**src/rtl/rootsel_pkg.sv**
```systemverilog
package rootsel_pkg;

    typedef enum logic [3:0] {
        ST_CONTEND   = 4'd0,
        ST_PEER_IDLE = 4'd1,
        ST_WREQ_FAST = 4'd2,
        ST_WREQ_SLOW = 4'd3,
        ST_WIDL_FAST = 4'd4,
        ST_WIDL_SLOW = 4'd5,
        ST_REQ_SENT  = 4'd6,
        ST_ROOT      = 4'd7,
        ST_CHILD     = 4'd8
    } node_st_e;

    typedef struct packed {
        node_st_e st;
        logic     snd_idle;
        logic     snd_req;
        logic     snd_ack;
    } node_fsm_t;

endpackage

```
**src/rtl/rootsel_timer.sv**
```systemverilog
module rootsel_timer #(
    parameter int SAT = 168,
    parameter int W   = 8
) (
    input  logic         clk,
    input  logic         rst,
    input  logic         clr,
    input  logic         inc,
    output logic [W-1:0] cnt
);
    logic [W-1:0] cnt_d, cnt_q;

    always_comb begin
        cnt_d = cnt_q;
        if (clr) begin
            cnt_d = '0;
        end else if (inc && (cnt_q != W'(SAT))) begin
            cnt_d = cnt_q + 1'b1;
        end
    end

    always_ff @(posedge clk) begin
        if (rst) cnt_q <= '0;
        else     cnt_q <= cnt_d;
    end

    assign cnt = cnt_q;
endmodule

```
**src/rtl/rootsel_window.sv**
```systemverilog
module rootsel_window #(
    parameter int FAST_MIN = 76,
    parameter int FAST_MAX = 85,
    parameter int SLOW_MIN = 159,
    parameter int SLOW_MAX = 167,
    parameter int FAST_ACT = FAST_MAX,
    parameter int SLOW_ACT = SLOW_MAX,
    parameter int W        = 8
) (
    input  logic         slow_sel,
    input  logic [W-1:0] tmr,
    output logic         open,
    output logic         below
);
    // Act points are clamped into their window so the upper bound holds.
    localparam int FAST_PT = (FAST_ACT < FAST_MIN) ? FAST_MIN :
                             (FAST_ACT > FAST_MAX) ? FAST_MAX : FAST_ACT;
    localparam int SLOW_PT = (SLOW_ACT < SLOW_MIN) ? SLOW_MIN :
                             (SLOW_ACT > SLOW_MAX) ? SLOW_MAX : SLOW_ACT;

    logic [W-1:0] act_pt;

    always_comb begin
        act_pt = slow_sel ? W'(SLOW_PT) : W'(FAST_PT);
        open   = (tmr >= act_pt);
        below  = (tmr <  act_pt);
    end
endmodule

```
**src/rtl/rootsel_node.sv**
```systemverilog
module rootsel_node
    import rootsel_pkg::*;
#(
    parameter int FAST_MIN = 76,
    parameter int FAST_MAX = 85,
    parameter int SLOW_MIN = 159,
    parameter int SLOW_MAX = 167,
    parameter int FAST_ACT = FAST_MAX,
    parameter int SLOW_ACT = SLOW_MAX,
    parameter int TMR_SAT  = 168
) (
    input  logic clk,
    input  logic rst,
    input  logic tick,
    input  logic coin,
    input  logic rx_idle,
    input  logic rx_req,
    input  logic rx_ack,
    output logic tx_idle,
    output logic tx_req,
    output logic tx_ack,
    output logic is_root,
    output logic is_child
);
    localparam int TMR_W = $clog2(TMR_SAT + 1);

    node_fsm_t          fsm_d, fsm_q;
    logic [TMR_W-1:0]   tmr;
    logic               tmr_clr, tmr_inc;
    logic               win_open, win_below;
    logic               is_slow, in_wait;

    always_comb begin
        is_slow = (fsm_q.st == ST_WREQ_SLOW) || (fsm_q.st == ST_WIDL_SLOW);
        in_wait = (fsm_q.st == ST_WREQ_FAST) || (fsm_q.st == ST_WREQ_SLOW) ||
                  (fsm_q.st == ST_WIDL_FAST) || (fsm_q.st == ST_WIDL_SLOW);
    end

    rootsel_window #(
        .FAST_MIN (FAST_MIN),
        .FAST_MAX (FAST_MAX),
        .SLOW_MIN (SLOW_MIN),
        .SLOW_MAX (SLOW_MAX),
        .FAST_ACT (FAST_ACT),
        .SLOW_ACT (SLOW_ACT),
        .W        (TMR_W)
    ) u_window (
        .slow_sel (is_slow),
        .tmr      (tmr),
        .open     (win_open),
        .below    (win_below)
    );

    rootsel_timer #(
        .SAT (TMR_SAT),
        .W   (TMR_W)
    ) u_timer (
        .clk (clk),
        .rst (rst),
        .clr (tmr_clr),
        .inc (tmr_inc),
        .cnt (tmr)
    );

    always_comb begin
        fsm_d          = fsm_q;
        fsm_d.snd_idle = 1'b0;
        fsm_d.snd_req  = 1'b0;
        fsm_d.snd_ack  = 1'b0;
        tmr_clr        = 1'b0;
        tmr_inc        = 1'b0;
        unique case (fsm_q.st)
            ST_CONTEND: begin
                if (rx_idle) begin
                    fsm_d.st = ST_PEER_IDLE;
                end else begin
                    fsm_d.snd_idle = 1'b1;
                    tmr_clr        = 1'b1;
                    fsm_d.st       = coin ? ST_WREQ_SLOW : ST_WREQ_FAST;
                end
            end
            ST_PEER_IDLE: begin
                if (rx_req) begin
                    fsm_d.st = ST_CONTEND;
                end else begin
                    fsm_d.snd_idle = 1'b1;
                    tmr_clr        = 1'b1;
                    fsm_d.st       = coin ? ST_WIDL_SLOW : ST_WIDL_FAST;
                end
            end
            ST_WREQ_FAST, ST_WREQ_SLOW: begin
                if (rx_idle) begin
                    fsm_d.st = is_slow ? ST_WIDL_SLOW : ST_WIDL_FAST;
                    tmr_inc  = tick && win_below;
                end else if (win_open) begin
                    fsm_d.snd_ack = 1'b1;
                    tmr_clr       = 1'b1;
                    fsm_d.st      = ST_ROOT;
                end else begin
                    tmr_inc = tick && win_below;
                end
            end
            ST_WIDL_FAST, ST_WIDL_SLOW: begin
                if (rx_req) begin
                    fsm_d.st = is_slow ? ST_WREQ_SLOW : ST_WREQ_FAST;
                    tmr_inc  = tick && win_below;
                end else if (win_open) begin
                    fsm_d.snd_req = 1'b1;
                    tmr_clr       = 1'b1;
                    fsm_d.st      = ST_REQ_SENT;
                end else begin
                    tmr_inc = tick && win_below;
                end
            end
            ST_REQ_SENT: begin
                if (rx_req) begin
                    fsm_d.st = ST_CONTEND;
                end else if (rx_ack) begin
                    fsm_d.st = ST_CHILD;
                end
            end
            ST_ROOT, ST_CHILD: begin
                fsm_d.st = fsm_q.st;
            end
            default: begin
                fsm_d.st = ST_CONTEND;
                tmr_clr  = 1'b1;
            end
        endcase
    end

    always_ff @(posedge clk) begin
        if (rst) begin
            fsm_q.st       <= ST_CONTEND;
            fsm_q.snd_idle <= 1'b0;
            fsm_q.snd_req  <= 1'b0;
            fsm_q.snd_ack  <= 1'b0;
        end else begin
            fsm_q <= fsm_d;
        end
    end

    assign tx_idle  = fsm_q.snd_idle;
    assign tx_req   = fsm_q.snd_req;
    assign tx_ack   = fsm_q.snd_ack;
    assign is_root  = (fsm_q.st == ST_ROOT);
    assign is_child = (fsm_q.st == ST_CHILD);
endmodule

```
**config.mk**
```make
export PLATFORM = sky130hd
export DESIGN_NAME = rootsel_node
export DESIGN_NICKNAME = d
export VERILOG_FILES = /design/src/rtl/rootsel_pkg.sv /design/src/rtl/rootsel_timer.sv /design/src/rtl/rootsel_window.sv /design/src/rtl/rootsel_node.sv
export SDC_FILE = /design/constraint.sdc
export NUM_CORES = 1
export LEC_CHECK = 0
export BUFFER_PORTS_ARGS = -buffer_cell sky130_fd_sc_hd__clkbuf_2
export CORE_UTILIZATION = 31
export CTS_CLUSTER_DIAMETER = 150
export CTS_CLUSTER_SIZE = 40
export DETAILED_ROUTE_END_ITERATION = 10
export HOLD_SLACK_MARGIN = 0.12
export SETUP_SLACK_MARGIN = 0.5
export SLEW_MARGIN = 20
export SYNTH_ARGS = -nofsm -noshare
export SYNTH_HDL_FRONTEND = slang
export SYNTH_HIERARCHICAL = 1
export SYNTH_SLANG_ARGS = --single-unit
```
**constraint.sdc**
```tcl
create_clock -name clk -period 3.05 [get_ports clk]
set_clock_uncertainty 0.1 [all_clocks]
set_input_delay 0.61 -clock clk [delete_from_list [all_inputs] [get_ports clk]]
set_output_delay 0.61 -clock clk [all_outputs]
set_load 0.01 [all_outputs]
```
* Word-level counts from Yosys, hierarchy flattened
Index checks and enable logic that the tools add are counted.
** Word-level totals
- Register bits after elaboration :: 15
- Bits of input ports :: 7
- Output and inout bits :: 5
- Logic and storage cells :: 60
** Cells by class
- $add $sub $neg :: 1
- $lt $le $gt $ge :: 2
- Equal/unequal tests :: 12
- Muxes and demuxes :: 25
- Bitwise gates (word level) :: 3
- Reductions and logical operators :: 12
** Operators by type and width (number)
- $mux W4 :: 6
- $pmux W4 S6 :: 1
- $eq A4 B3 Y1 const B :: 4
- $mux W1 :: 12
- $reduce_or A2 Y1 :: 6
- $add A8 B1 Y8 const B :: 1
- $eq A4 B2 Y1 const B :: 2
- $ge A8 B8 Y1 :: 1
- $lt A8 B8 Y1 :: 1
- $mux W8 :: 1
- $ne A8 B8 Y1 const B :: 1
- $ne A3 B2 Y1 const B :: 2
- $pmux W1 S5 :: 1
- $eq A4 B1 Y1 const B :: 1
- $eq A4 B4 Y1 const B :: 1
- $logic_not A4 Y1 :: 1
- $pmux W1 S2 :: 2
- $reduce_and A4 Y1 :: 1
- $mux W3 :: 1
- $ne A3 B3 Y1 const B :: 1
- $not A1 Y1 :: 3
- $reduce_or A3 Y1 :: 1
- $logic_and A1 B1 Y1 :: 2
- $mux W2 :: 1
- $logic_or A1 B1 Y1 :: 1

* Longest topological paths before layout
- Word-level depth :: 9
- Gate-level depth with buffers :: 14

* Cells and area by module
Netlist, hierarchy kept.
** Modules (own cells, without submodules)
- rootsel_node :: times used 1, cells each 59, area each 478.0 µm², seq. area each 140.1 µm²
- rootsel_timer :: times used 1, cells each 50, area each 411.6 µm², seq. area each 160.2 µm²
- rootsel_window :: times used 1, cells each 14, area each 122.6 µm², seq. area each 0.0 µm²

* Worst setup path before layout
No wires, ideal clock.
- Path type :: register to register
- From :: register fsm_q[6] (netlist bit)
- To :: register u_timer.cnt_q[6], in the netlist u_timer/cnt[6]
- Library setup time :: 0.070 ns
- Arrival time :: 3.049 ns
- Data required time :: 2.880 ns
- Slack :: -0.169 ns
- Stages on the path, launching flop included :: 15
- Path buffers :: 1
- Clock period less this slack :: 3.219 ns
- Cell sequence :: dfxtp_1 -> clkbuf_1 -> or2b_1 -> a21oi_1 -> inv_1 -> ha_1 -> a21o_1 -> a21oi_2 -> o221ai_1 -> nor2b_1 -> o22ai_1 -> and4b_1 -> nand4_1 -> or3_1 -> a21oi_1
** RTL lines
- start, declared :: line rootsel_node.sv:27 : node_fsm_t fsm_d, fsm_q;
- start signal, assigned :: line rootsel_node.sv:139 : fsm_q <= fsm_d;
- $eq A4 B2 Y1 or $eq A4 B3 Y1 (tied branches) :: line rootsel_node.sv:34 : is_slow = (fsm_q.st == ST_WREQ_SLOW) || (fsm_q.st == ST_WIDL_SLOW);
- $logic_or A1 B1 Y1 * :: line rootsel_node.sv:34
- named net is_slow :: line rootsel_node.sv:31 : logic is_slow, in_wait;
- $mux W8 * :: line rootsel_window.sv:24 : act_pt = slow_sel ? W'(SLOW_PT) : W'(FAST_PT);
- $ge A8 B8 Y1 * :: line rootsel_window.sv:25 : open = (tmr >= act_pt);
- named net win_open :: line rootsel_node.sv:30 : logic win_open, win_below;
- $mux W1 * :: line rootsel_node.sv:95, rootsel_node.sv:107
- $mux W1 (on tied branches) :: line rootsel_node.sv:104, rootsel_node.sv:92
- $pmux W1 S2 * :: line rootsel_node.sv:72 : unique case (fsm_q.st)
- named net tmr_inc :: line rootsel_node.sv:29 : logic tmr_clr, tmr_inc;
- $logic_and A1 B1 Y1 * :: line rootsel_timer.sv:17 : end else if (inc && (cnt_q != W'(SAT))) begin
- end signal, assigned :: line rootsel_timer.sv:24 : else cnt_q <= cnt_d;
- end, declared :: line rootsel_timer.sv:11 : logic [W-1:0] cnt_d, cnt_q;
The timed path passes the listed nets; every way through them passes the cells marked *.
A chain may end at the register's enable or synchronous reset.

* Final worst setup path
- From :: register fsm_q[3] (netlist bit)
- To :: register u_timer.cnt_q[2], in the netlist u_timer/cnt[2]
Same word-level chain as after synthesis.

==> flow_summary.json <==
{
  "synth_edf_count": 0,
  "worst_ir_drop_vdd_mv": 0.253,
  "grt_overflow": 0,
  "layout.nets": 158,
  "leakagePower_uw": 0.000472,
  "post-route-util_pct": 40.8,
  "synth_compound_gate_area_share_pct": 22.0,
  "count_of_hold_buffers_inserted_by_post_cts_repair": 0,
  "post_synth_num_cell_types": 40,
  "synth.area.mux_share_pct": 1.98,
  "cp_cell_sequence": "or2b_1 > a21oi_2 > inv_2 > ha_1 > nand4_1 > o221ai_2 > nor2b_1 > o22ai_1 > and4b_2 > buf_4 > buf_6 > and3b_1 > o41ai_1 > a21oi_1",
  "drcViolationCount": 0,
  "hpwl_mm": 1.78,
  "gp_routability_congestion": 0.790,
  "die_height_um": 59.1,
  "place.detailed.instances": 177,
  "power_density_over_cell_area_mw_per_mm2": 420,
  "yosys.area_share.simple_pct": 29.8,
  "cp.required_ns": 3.13,
  "worstMarginPinSlew_ns": 0.348,
  "synth-seq-cells": 15,
  "cts_inserted_buffers": 3,
  "cp_slowest_cell": "dfxtp_2",
  "most_instantiated_cells_after_synthesis": "dfxtp_1 (15), nand2_1 (13), a21oi_1 (11), nor2_1 (11), ha_1 (7)",
  "post_synthesis_net_count": 137,
  "kind_of_start_point_of_the_critical_path": "flop",
  "place_ws_ns": 0.151,
  "cts_sinks": 15,
  "drt_pass1_iterations": 4,
  "regToRegStartpoint": "fsm_q[3]",
  "largest_family_of_logic_cells_by_synthesized_area": "simple AND/OR/NAND/NOR gates",
  "htree_levels": 1,
  "avgSynthCellArea_um2": 8.23,
  "via_cell_ratio": 5.22,
  "synth_largest_area_cell": "dfxtp_1",
  "layout-drive-gt1-share_pct": 31.5,
  "yosysWarnings": 6,
  "crit_start": "fsm_q[3]",
  "synth_sequential_area_ratio_pct": 29.7,
  "detail_route.iter0.violations": 53,
  "synth_most_common_cell": "dfxtp_1",
  "maximum_buffer_depth_of_the_clock_tree": 2,
  "timing.final.crit_period_ns": 2.82,
  "cts_tree": "built",
  "area_of_the_die_mm2": 0.00350,
  "outcome": "complete, no violations",
  "areaGrowthSynthToFinish_pct": 24.1,
  "initial_utilization_pct": 32.9,
  "vias": 976,
  "final_min_period_over_clock_period_pct": 92.6,
  "setup_viol": 0,
  "ant_nets": 0,
  "synthesis.area_mm2": 0.00101,
  "fin_ws_ns": 0.227,
  "fmax_mhz": 354,
  "max_cap_violations": 0,
  "boundaryPins": 12,
  "netlist_top_cells_area": "dfxtp_1 (30%), ha_1 (8.7%), a21oi_1 (5.4%), nand2_1 (4.8%), nor2_1 (4.1%)",
  "grt_start_max_net_pins": 11,
  "worst_setup_path_end_kind": "flop",
  "path_max_fanout": 4,
  "slew_viol_final": 0,
  "clock-root-buffer": "clkbuf_4",
  "clk_latency_ns": 0.29,
  "grt_first_pass_wirelength_mm": 4.35,
  "hold_path.class": "flop to flop",
  "critical_path.max_stage_delay_ns": 0.34,
  "antennaDiodeCount": 0,
  "synth_flop_cell": "dfxtp_1",
  "post_layout_nonfiller_instances": 187,
  "chipWidth_um": 59.1,
  "number_of_antenna_violations_at_the_first_check_in_global_routing": 0,
  "slew-limit-headroom_pct": 76.8,
  "wl_per_cell_um": 13.4,
  "critPathKind": "flop to flop",
  "hold_path_startpoint": "fsm_q[4]",
  "detail_route.wirelength_mm": 2.51,
  "placement.io_buffers": 11,
  "core.rowCount": 20,
  "worst_ep_arrival_time_ns": 2.90,
  "async_flop_share_pct": 0,
  "fillCellCount": 316,
  "finalHoldWorstSlack_ns": 0.447,
  "synth_top_cell_area_share_pct": 29.7,
  "syn_inst": 123,
  "first_global_vias": 967,
  "grt_use_total_pct": 16.6,
  "core_mm2": 0.00308,
  "cts.clk_slew.worst_paths_ns": 0.10,
  "synth-adder-area-share_pct": 8.65,
  "setup-tns-final_ns": 0,
  "hold_violations": 0,
  "grt_setup_unrepaired": "yes",
  "post_synth_xor_area_fraction_pct": 1.73
}
==> per-stage QoR <==
| stage | area, µm² | total power [µW] |
|---|---|---|
| final | 1260 | 528 |
| after global routing | 1260 | 570 |
| after CTS | 1230 | 528 |
| after detailed placement | 1150 | 394 |
| after global placement | 1150 | 390 |
| after floorplan | 1050 | 359 |
==> where the power goes <==
part | switching, µW | internal, µW | total (µW)
sequential | 13.1 | 209 | 222
combinational | 97.5 | 86.6 | 184
clock | 70.8 | 50.9 | 122
==> layout make-up <==
| type | count | area, µm² | area share, % |
|---|---|---|---|
| multi-input cells | 97 | 708 | 56.4 |
| flip-flops and latches | 15 | 303 | 24.1 |
| repair buffers | 23 | 149 | 11.9 |
| well taps | 44 | 55.1 | 4.38 |
| clock buffers | 4 | 26.3 | 2.09 |
| inverters | 4 | 15.0 | 1.20 |
==> final timing paths <==
kind	slack (ns)	depth (start not counted)	endpoint
max reg2reg	0.23	14	u_timer/cnt[2]
min reg2reg	0.45	2	tx_ack
min	0.45	2	tx_ack
max	0.23	14	u_timer/cnt[2]
==> critical path, delay by kind of cell (launching register included) <==
| kind | cells | cell delay [ns] |
|---|---|---|
| adders and majority gates | 1 | 0.34 |
| AOI/OAI and AO/OA | 5 | 0.63 |
| DFF | 1 | 0.34 |
| and+or+nand+nor | 5 | 0.96 |
| buffers and inverters | 3 | 0.33 |
==> what timing repair did <==
item | 4_1_cts | 5_1_grt
pin swaps | 7 | 9
resized for setup | 5 | 4
endpoints found under the setup margin | 9 | 9
setup buffers | 4 | 2
==> cells by family (layout without fill, tap and decap cells) <==
family	Yosys count	count (layout)
AND/OR/NAND/NOR	55	55
AO/OA/AOI/OAI	31	31
flip-flops	15	15
buffers and inverters	11	31
adder cells (fa/ha/maj)	7	7
XOR/XNOR	2	2
multiplexers	2	2
==> registers in the layout (all words and copies together) (netlist names) <==
name and flops:
u_timer/cnt 8, fsm_q 4, tx_ack 1, tx_idle 1, tx_req 1
==> layout by cell type, fill, tap and decap left out, drive strengths merged <==
master and instances:
inv 4, nand3 3, o41ai 1, nand2 13, nor3 5, mux2i 2, or3 3, nor2 11
nand2b 3, o32ai 1, nand3b 1, a21oi 12, o221a 1, nor4b 2, a21o 2, ha 7
dfxtp 15, o21ai 5, o22ai 3, or2b 1, o221ai 1, nor4 2, o21bai 1, a311oi 1
and4b 1, a221o 1, or2 1, clkbuf 15, buf 12, xor2 2, and3b 1, nand4 5
and2b 1, nor2b 2, o41a 1, a21boi 1
==> metal layers <==
layer | vias up | wire length [µm] | track usage, %
met1 | 456 | 1140 | 19.3
met4 | 0 | 29 | 6.12
li1 | 493 | - | -
met5 | - | 0 | 0
met2 | 23 | 1260 | 28.9
met3 | 4 | 91 | 4.80
No activity file was read; power rests on OpenSTA's default activity.
